## config.mk

```make
export PLATFORM = sky130hd
export DESIGN_NAME = audio_sync_deframer
export DESIGN_NICKNAME = d
export VERILOG_FILES = /design/src/rtl/sdf_pkg.sv /design/src/rtl/sdf_index.sv /design/src/rtl/sdf_sync.sv /design/src/rtl/sdf_out.sv /design/src/rtl/audio_sync_deframer.sv
export SDC_FILE = /design/constraint.sdc
export NUM_CORES = 1
export LEC_CHECK = 0
export ABC_AREA = 1
export BUFFER_PORTS_ARGS = -buffer_cell sky130_fd_sc_hd__buf_2
export CORE_MARGIN = 5
export CORE_UTILIZATION = 55
export DETAILED_ROUTE_END_ITERATION = 8
export PLACE_DENSITY = 0.78
export SYNTH_ARGS = -nofsm -noshare
export SYNTH_HDL_FRONTEND = slang
export SYNTH_SLANG_ARGS = --single-unit
```

## constraint.sdc

```tcl
create_clock -name clk_i -period 4.25 [get_ports clk_i]
set_input_delay 0.85 -clock clk_i [delete_from_list [all_inputs] [get_ports clk_i]]
set_output_delay 0.85 -clock clk_i [all_outputs]
set_load 0.005 [all_outputs]
```

## src/rtl/sdf_pkg.sv

```systemverilog
package sdf_pkg;
  typedef logic [7:0] lo_t;
  // primary channels holding sync bytes
  localparam int unsigned TXL_CH = 0;
  localparam int unsigned RXL_CH = 1;
  localparam int unsigned RXH_CH = 4;
  localparam int unsigned TXH_CH = 5;
  localparam int unsigned FRM_CH = 6;
  localparam int unsigned PH_CH  = 7;
endpackage

```

## src/rtl/sdf_index.sv

```systemverilog
module sdf_index #(
  parameter int unsigned NUM_CH = 28,
  parameter int unsigned SPP    = 7,
  parameter int unsigned HDR_Q  = 2,
  localparam int unsigned CH_W   = $clog2(NUM_CH),
  localparam int unsigned SAMP_W = (SPP > 1) ? $clog2(SPP) : 1,
  localparam int unsigned HDR_W  = $clog2(HDR_Q + 1)
) (
  input  logic            clk_i,
  input  logic            rst_ni,
  input  logic            beat_i,
  input  logic            sop_i,
  output logic            pay_o,
  output logic [CH_W-1:0] chan_o,
  output logic            last_o
);
  localparam logic [CH_W-1:0]   LAST_CH = CH_W'(NUM_CH - 1);
  localparam logic [SAMP_W-1:0] LAST_S  = SAMP_W'(SPP - 1);
  localparam logic [HDR_W-1:0]  HDR_RST = HDR_W'(HDR_Q - 1);

  logic              open_q;
  logic [HDR_W-1:0]  hdr_q;
  logic [CH_W-1:0]   chan_q;
  logic [SAMP_W-1:0] samp_q;

  assign pay_o  = beat_i && !sop_i && open_q && (hdr_q == '0);
  assign chan_o = chan_q;
  assign last_o = (chan_q == LAST_CH) && (samp_q == LAST_S);

  always_ff @(posedge clk_i or negedge rst_ni) begin
    if (!rst_ni) begin
      open_q <= 1'b0;
      hdr_q  <= '0;
      chan_q <= '0;
      samp_q <= '0;
    end else if (beat_i && sop_i) begin
      open_q <= 1'b1;
      hdr_q  <= HDR_RST;
      chan_q <= '0;
      samp_q <= '0;
    end else if (beat_i && open_q && hdr_q != '0) begin
      hdr_q <= hdr_q - 1'b1;
    end else if (pay_o) begin
      if (chan_q == LAST_CH) begin
        chan_q <= '0;
        if (samp_q == LAST_S) begin
          samp_q <= '0;
          open_q <= 1'b0;
        end else begin
          samp_q <= samp_q + 1'b1;
        end
      end else begin
        chan_q <= chan_q + 1'b1;
      end
    end
  end


  chan_range_chk: assert property (@(posedge clk_i) disable iff (!rst_ni)
    chan_q <= LAST_CH);

  pkt_close_chk: assert property (@(posedge clk_i) disable iff (!rst_ni)
    pay_o && last_o |=> !pay_o);
endmodule

```

## src/rtl/sdf_sync.sv

```systemverilog
module sdf_sync
  import sdf_pkg::*;
#(
  parameter int unsigned NUM_CH = 28,
  parameter int unsigned GROUP  = 8,
  localparam int unsigned CH_W  = $clog2(NUM_CH),
  localparam int unsigned GRP_W = $clog2(GROUP)
) (
  input  logic            clk_i,
  input  logic            rst_ni,
  input  logic            pay_i,
  input  logic [CH_W-1:0] chan_i,
  input  lo_t             lo_i,
  output logic            sync_valid_o,
  output lo_t             frame_o,
  output lo_t             phase_o,
  output logic [15:0]     rx_cnt_o,
  output logic [15:0]     tx_buf_o,
  output logic            mismatch_o,
  output logic            missed_o
);
  localparam logic [CH_W-1:0] LAST_CH = CH_W'(NUM_CH - 1);
  localparam logic [CH_W-1:0] GRP_LIM = CH_W'(GROUP);

  lo_t         prim_q [GROUP];
  logic        acc_q, have_prev_q;
  logic [15:0] prev_q;
  logic        is_copy, mism_now;
  logic [15:0] rx_cur;

  assign is_copy  = chan_i >= GRP_LIM;
  // copies map onto primaries by channel mod GROUP (GROUP is a power of two)
  assign mism_now = pay_i && is_copy && (lo_i != prim_q[chan_i[GRP_W-1:0]]);
  assign rx_cur   = {prim_q[RXH_CH], prim_q[RXL_CH]};

  for (genvar g = 0; g < GROUP; g++) begin : g_prim
    always_ff @(posedge clk_i or negedge rst_ni) begin
      if (!rst_ni) prim_q[g] <= '0;
      else if (pay_i && chan_i == CH_W'(g)) prim_q[g] <= lo_i;
    end
  end

  always_ff @(posedge clk_i or negedge rst_ni) begin
    if (!rst_ni) begin
      acc_q        <= 1'b0;
      have_prev_q  <= 1'b0;
      prev_q       <= '0;
      sync_valid_o <= 1'b0;
      frame_o      <= '0;
      phase_o      <= '0;
      rx_cnt_o     <= '0;
      tx_buf_o     <= '0;
      mismatch_o   <= 1'b0;
      missed_o     <= 1'b0;
    end else begin
      sync_valid_o <= 1'b0;
      if (pay_i) begin
        if (chan_i == '0) acc_q <= 1'b0;
        else              acc_q <= acc_q | mism_now;
        if (chan_i == LAST_CH) begin
          sync_valid_o <= 1'b1;
          frame_o      <= prim_q[FRM_CH];
          phase_o      <= prim_q[PH_CH];
          rx_cnt_o     <= rx_cur;
          tx_buf_o     <= {prim_q[TXH_CH], prim_q[TXL_CH]};
          mismatch_o   <= acc_q | mism_now;
          missed_o     <= have_prev_q && (rx_cur != prev_q + 16'd1);
          prev_q       <= rx_cur;
          have_prev_q  <= 1'b1;
        end
      end
    end
  end


  sync_pulse_chk: assert property (@(posedge clk_i) disable iff (!rst_ni)
    sync_valid_o |=> !sync_valid_o);

  missed_first_chk: assert property (@(posedge clk_i) disable iff (!rst_ni)
    sync_valid_o && !$past(have_prev_q) |-> !missed_o);
endmodule

```

## src/rtl/sdf_out.sv

```systemverilog
module sdf_out #(
  parameter int unsigned CH_W = 5
) (
  input  logic            clk_i,
  input  logic            rst_ni,
  input  logic            load_i,
  input  logic [23:0]     sample_i,
  input  logic [CH_W-1:0] chan_i,
  input  logic            last_i,
  input  logic            ready_i,
  output logic            in_ready_o,
  output logic            valid_o,
  output logic [23:0]     sample_o,
  output logic [CH_W-1:0] chan_o,
  output logic            last_o
);
  assign in_ready_o = ready_i || !valid_o;

  always_ff @(posedge clk_i or negedge rst_ni) begin
    if (!rst_ni) begin
      valid_o  <= 1'b0;
      sample_o <= '0;
      chan_o   <= '0;
      last_o   <= 1'b0;
    end else if (load_i) begin
      valid_o  <= 1'b1;
      sample_o <= sample_i;
      chan_o   <= chan_i;
      last_o   <= last_i;
    end else if (ready_i) begin
      valid_o  <= 1'b0;
    end
  end


  hold_chk: assert property (@(posedge clk_i) disable iff (!rst_ni)
    valid_o && !ready_i |=> valid_o && $stable(sample_o) && $stable(chan_o) && $stable(last_o));
endmodule

```

## src/rtl/audio_sync_deframer.sv

```systemverilog
module audio_sync_deframer #(
  parameter int unsigned NUM_CH = 28,
  parameter int unsigned SPP    = 7,
  parameter int unsigned HDR_Q  = 2,
  parameter int unsigned GROUP  = 8,
  localparam int unsigned CH_W  = $clog2(NUM_CH)
) (
  input  logic            clk_i,
  input  logic            rst_ni,
  input  logic            in_valid_i,
  output logic            in_ready_o,
  input  logic            in_sop_i,
  input  logic [31:0]     in_data_i,
  output logic            out_valid_o,
  input  logic            out_ready_i,
  output logic [23:0]     out_sample_o,
  output logic [CH_W-1:0] out_chan_o,
  output logic            out_last_o,
  output logic            sync_valid_o,
  output logic [7:0]      frame_o,
  output logic [7:0]      phase_o,
  output logic [15:0]     rx_cnt_o,
  output logic [15:0]     tx_buf_o,
  output logic            mismatch_o,
  output logic            missed_o
);
  localparam logic [CH_W-1:0] LAST_CH = CH_W'(NUM_CH - 1);

  logic            beat, pay, last;
  logic [CH_W-1:0] chan;

  assign beat = in_valid_i && in_ready_o;

  sdf_index #(.NUM_CH(NUM_CH), .SPP(SPP), .HDR_Q(HDR_Q)) u_index (
    .clk_i, .rst_ni, .beat_i(beat), .sop_i(in_sop_i),
    .pay_o(pay), .chan_o(chan), .last_o(last)
  );

  sdf_sync #(.NUM_CH(NUM_CH), .GROUP(GROUP)) u_sync (
    .clk_i, .rst_ni, .pay_i(pay), .chan_i(chan), .lo_i(in_data_i[7:0]),
    .sync_valid_o, .frame_o, .phase_o, .rx_cnt_o, .tx_buf_o,
    .mismatch_o, .missed_o
  );

  sdf_out #(.CH_W(CH_W)) u_out (
    .clk_i, .rst_ni, .load_i(pay), .sample_i(in_data_i[31:8]), .chan_i(chan),
    .last_i(last), .ready_i(out_ready_i), .in_ready_o,
    .valid_o(out_valid_o), .sample_o(out_sample_o), .chan_o(out_chan_o),
    .last_o(out_last_o)
  );


  sync_align_chk: assert property (@(posedge clk_i) disable iff (!rst_ni)
    sync_valid_o |-> out_valid_o && out_chan_o == LAST_CH);

  last_chan_chk: assert property (@(posedge clk_i) disable iff (!rst_ni)
    out_valid_o && out_last_o |-> out_chan_o == LAST_CH);
endmodule

```

After elaboration in Yosys (flattened, before gate mapping):

Cells that the tools add are included.

* flip-flop bits (word level): 159
* latch bits: 0
* bits in writable memories: 0
* memory bits (read-only): 0
* input bits: 37
* output and inout port bits: 83
* word-level logic and storage cells: 103
* memories kept: 0

* $add $sub $neg: 4
* multipliers: 0
* divide/modulo/power cells: 0
* magnitude comparators: 2
* equality and inequality tests: 12
* shift operators: 0
* mux-type cells: 24
* bitwise gates (word level): 2
* reductions and logical operators: 34

Operator list (count)
* binary-select mux 8 bit (select 3 bit): 1
* equality test 5 x 3 -> 1 bit (second input constant): 4
* 2-to-1 mux 5 bit: 4
* logical AND 1 bit: 19
* adder 16 x 1 -> 16 bit (second input constant): 1
* 2-to-1 mux 8 bit: 2
* != test 16 bit: 1
* 2-to-1 mux 3 bit: 5
* nonzero test 2 bit: 6
* equality test 5 x 2 -> 1 bit (second input constant): 2
* 2-to-1 mux 1 bit: 10
* != test 8 bit: 1
* adder 5 x 1 -> 5 bit (second input constant): 1
* equality test 5 x 1 -> 1 bit (second input constant): 1
* equality test 5 bit (second input constant): 1
* greater-or-equal comparator 5 x 4 -> 1 bit (second input constant): 1
* zero test 5 bit: 1
* greater-or-equal comparator 4 bit (second input constant): 1
* 2-to-1 mux 2 bit: 2
* NOT 3 -> 4 bit: 1
* AND reduction 2 bit: 2
* AND reduction 4 bit: 1
* adder 3 x 1 -> 3 bit (second input constant): 1
* equality test 3 bit (second input constant): 1
* other kinds (7): 8

Longest topological paths before layout:

* depth in word-level cells: 10
* mapped depth: 17
* depth with buffers taken out: 15

Cells and area by module:

A second synthesis with hierarchy kept.

* cells, all modules: 941
* area total of the unflattened synthesis: 7434.6 sq um

Modules (own cells, without submodules)
* sdf_sync: instances 1, cells each 731, area an instance 5664.2 sq um, seq. area each 2927.8 sq um
* sdf_out: instances 1, cells each 131, area an instance 1158.6 sq um, seq. area each 775.7 sq um
* sdf_index: instances 1, cells each 77, area an instance 604.3 sq um, seq. area each 275.3 sq um
* audio_sync_deframer: instances 1, cells each 2, area an instance 7.5 sq um, seq. area each 0.0 sq um

Least setup slack after synthesis:

OpenSTA, ideal clock, no wires.

* path kind: input to register
* start: in out_ready_i
* end: reg u_sync.rx_cnt_o[11]
* setup time: 0.117 ns
* data arrival time: 1.919 ns
* data required time: 4.133 ns
* setup slack: 2.214 ns
* stages on the path: 10
* path buffers: 3
* cell sequence: inv_1 -> a21boi_2 -> nand4_2 -> buf_6 -> nor2_8 -> inv_2 -> buf_6 -> buf_4 -> nand2_1 -> nand2_1

* word-level cells in the longest chain between the ends: 6

RTL lines
* start, declared: line audio_sync_deframer.sv:15 `input logic out_ready_i,`
* logical OR 1 bit: line sdf_out.sv:17 `assign in_ready_o = ready_i || !valid_o;`
* logical AND 1 bit: line audio_sync_deframer.sv:32 `assign beat = in_valid_i && in_ready_o;`
* logical AND 1 bit (3 in series): line sdf_index.sv:26 `assign pay_o = beat_i && !sop_i && open_q && (hdr_q == '0);`
* AND reduction 2 bit (no line)
* end signal, assigned: line sdf_sync.sv:64 `rx_cnt_o <= rx_cur;`
* end, declared: line sdf_sync.sv:17 `output logic [15:0] rx_cnt_o,`

Every way passes these cells.
A chain may end at the register's enable or synchronous reset.

Worst setup path in the final report:

* start: reg u_index.chan_q[2] (netlist: u_index.chan_o[2])
* end: reg u_sync.rx_cnt_o[14]

* word-level cells in the longest chain between the ends: 2

RTL lines
* start, declared: line sdf_index.sv:23 `logic [CH_W-1:0] chan_q;`
* start signal, assigned: line sdf_index.sv:53 `chan_q <= chan_q + 1'b1;`
* equality test 5 bit: line sdf_sync.sv:60 `if (chan_i == LAST_CH) begin`
* AND reduction 2 bit (no line)

Every way passes these cells.

==> metrics.md <==
| Metric | Value |
|---|---|
| Status | `complete, no violations` |
| # IOs | `120` |
| Clk_skew | `5.51 ps` |
| # H-tree levels | `4` |
| Setup TNS | `0 ps` |
| Post-cts sizing count | `0` |
| Hold path depth | `2` |
| Static leakage | `4.61 nW` |
| Min-delay worst type | `reg -> reg` |
| Worst EP required | `4530 ps` |
| Final Cell Area | `8740 µm²` |
| Global-route wire length before repair | `29900 µm` |
| Synth area leaders | `dfrtp_1 53%, nand2_1 18%, o21ai_0 6.5%` |
| Post-CTS setup buffer count | `0` |
| Vias in the first global route | `6052` |
| Top_reg_cell synth | `dfrtp_1` |
| Clock network power share | `31.1%` |
| Drc violations | `0` |
| GRT Total Usage | `23.2%` |
| Nets | `1071` |
| Max IR drop VDD | `0.315 mV` |
| P_int | `3.30 mW` |
| RSZ-0062 raised after global routing | `no` |
| Fraction of registers with async set/reset | `100%` |
| Top cell type's share of synthesized area | `53.2%` |
| Worst-path fanout max | `48` |
| Worst Path Class, Setup | `reg -> reg` |
| Most frequent cell after synthesis | `nand2_1` |
| Tot Pwr | `4.96 mW` |
| Post-Place Cell Area | `8140 µm²` |
| Wirelength per Cell | `15.0 µm` |
| Worst EP arrival | `2980 ps` |
| Via density | `5.27` |
| CP endpoint kind | `register` |
| WL final | `18300 µm` |
| PortBufs | `119` |
| Post-DP HPWL | `12600 µm` |
| Die Y | `127 µm` |
| Clock Root Buffer | `clkbuf_16` |
| Count of final setup violators | `0` |
| Area of the core | `13300 µm²` |
| Starting density of the core | `56.2%` |
| Clock Sinks | `159` |
| Slew headroom | `43.5%` |
| Initial antenna violation count | `0` |
| Die area | `16000 µm²` |
| Distinct cell type count after synthesis | `36` |
| Seq pwr share | `41.4%` |
| DP Worst Slack | `1210 ps` |
| Number of synthesized flops with an enable pin | `0` |
| Number of max-cap violations | `0` |
| GRT overflow | `0` |
| Register area share after synthesis | `53.2%` |
| Total nets after synthesis | `963` |
| DR vias | `6404` |
| Area leader, netlist | `dfrtp_1` |
| Total of warnings raised by yosys | `0` |
| Reg2Reg Depth | `8` |
| Inserted Clock Buffers | `17` |
| Layout cells sized above 1 | `17.0%` |
| RD Place Congestion | `0.831` |
| Clk slew on worst S/H paths | `60 ps` |
| Skew-Pair Late Insertion Delay | `420 ps` |
| First DRT Iteration DRCs | `624` |
| Die Width | `127 µm` |
| Area Growth Syn to Fin | `16.9%` |
| Final worst-path cycle share | `63.4%` |
| Type of element launching the critical path | `register` |
| Final Hold Fails | `0` |
| NetSw | `1.66 mW` |
| PwrDens | `567 nW/µm²` |
| Cells after Synth | `920` |
| N_diodes | `0` |
| Synth Register Bits | `159` |
| Longest Clk Path Bufs | `2` |
| Max Freq | `371 MHz` |
| Antenna-violating nets left | `0` |
| Rows | `42` |
| Max-slew violation count | `0` |
| Post-Syn Area | `7480 µm²` |
| Synth Area per Inst | `8.13 µm²` |
| Worst-margin pin slew | `848 ps` |
| Sw frac | `33.4%` |
| Top post-synthesis cells by count | `364 x nand2_1, 159 x dfrtp_1, 97 x o21ai_0` |
| Min Tclk post-route | `2700 ps` |
| Hold_buf cts | `0` |
| DRT Pass-1 Iters | `6` |
| Final WS setup | `1550 ps` |
| Pin count of the biggest net entering global routing | `93` |
| Part of the power in combinational logic | `27.5%` |
| CTS tree | `done` |
## critical path, cell delays in order (launching register included)
cell and delay [ps]:
dfrtp_1 750, inv_2 250, nand2_1 130, nor2_1 40, inv_1 190, nor2_8 130
inv_2 380, buf_4 480, o21ai_0 160
## cells in the final DEF, fill, tap and decap left out, types with 2 or more instances in the layout
cell type and n:
a21boi_0 2, inv_1 82, o21ai_1 14, clkbuf_16 17
clkinv_2 3, nand2_2 4, nor2_1 30, clkbuf_1 2
a21oi_1 6, buf_2 118, o21ai_0 97, nand3b_1 3
nor3_1 2, xor2_1 8, nor2_4 5, nand3_1 69
xnor2_1 10, nand2_1 364, nand4_1 4, nand2_4 2
bufinv_16 2, buf_4 4, clkbuf_8 7, ha_1 6
nor2_2 2, dfrtp_1 159, inv_2 4
## final cells by class
cell class / instances / area, µm²
Inverter: 87 / 329
Tap cell: 176 / 220
Multi-Input combinational cell: 639 / 2960
Clock buffer: 26 / 529
Sequential cell: 159 / 3980
Fill cell: 1087 / 4550
Timing Repair Buffer: 124 / 652
Clock inverter: 5 / 75.1
## state kept, by name (all words and copies together), names as in the netlist, 2 cells and up
name             flops
u_index.chan_o       5
u_sync.tx_buf_o     16
u_index.hdr_q        2
u_out.sample_o      24
u_sync.rx_cnt_o     16
u_index.samp_q       3
u_sync.prim_q       64
u_out.chan_o         5
u_sync.frame_o       8
u_sync.phase_o       8
## per-layer routing
layer / vias up / part of all wire (%) / track usage [%]
met5: - / 0 / 0
li1: 3113 / - / -
met1: 3054 / 44 / 31.9
met2: 200 / 49 / 37.0
met3: 37 / 5.6 / 4.92
met4: 0 / 2.1 / 7.57
## final timing paths
check | startpoint | end | slack (ps)
max | u_index.chan_o[2] | u_sync.rx_cnt_o[14] | 1550
max reg2reg | u_index.chan_o[2] | u_sync.rx_cnt_o[14] | 1550
max in group asynchronous | rst_ni | u_sync.rx_cnt_o[15] | 2920
min in group asynchronous | rst_ni | u_sync.frame_o[5] | 500
min reg2reg | u_sync.frame_o[1] | u_sync.frame_o[1] | 460
min | u_sync.frame_o[1] | u_sync.frame_o[1] | 460
## kinds of logic after synthesis
group / count (synthesis) / share of synthesized area (%)
fa+ha+maj: 6 / 1.00
flops: 159 / 53.2
simple gates: 490 / 27.8
xor+xnor: 18 / 2.11
buf+inv: 122 / 7.23
compound gates: 125 / 8.70
## power groups by stage
stage | Sequential [mW] | Clock (mW) | Combinational [mW]
4_1_cts | 2.05 | 1.55 | 1.36
2_1_floorplan | 2.02 | 0 | 0.956
6_report | 2.05 | 1.54 | 1.36
3_5_place_dp | 2.07 | 0 | 1.35
3_3_place_gp | 2.06 | 0 | 1.31
5_1_grt | 2.09 | 1.61 | 1.56
## through the flow
step,std cells,hold WS [ps],util (%)
floorplan,920,440,-
global placement,1185,451,61.2
detailed placement,1185,455,61.2
CTS,1216,469,65.8
global route,1216,483,65.8
finish,1216,464,65.8
(Power assumes the default switching activity.)
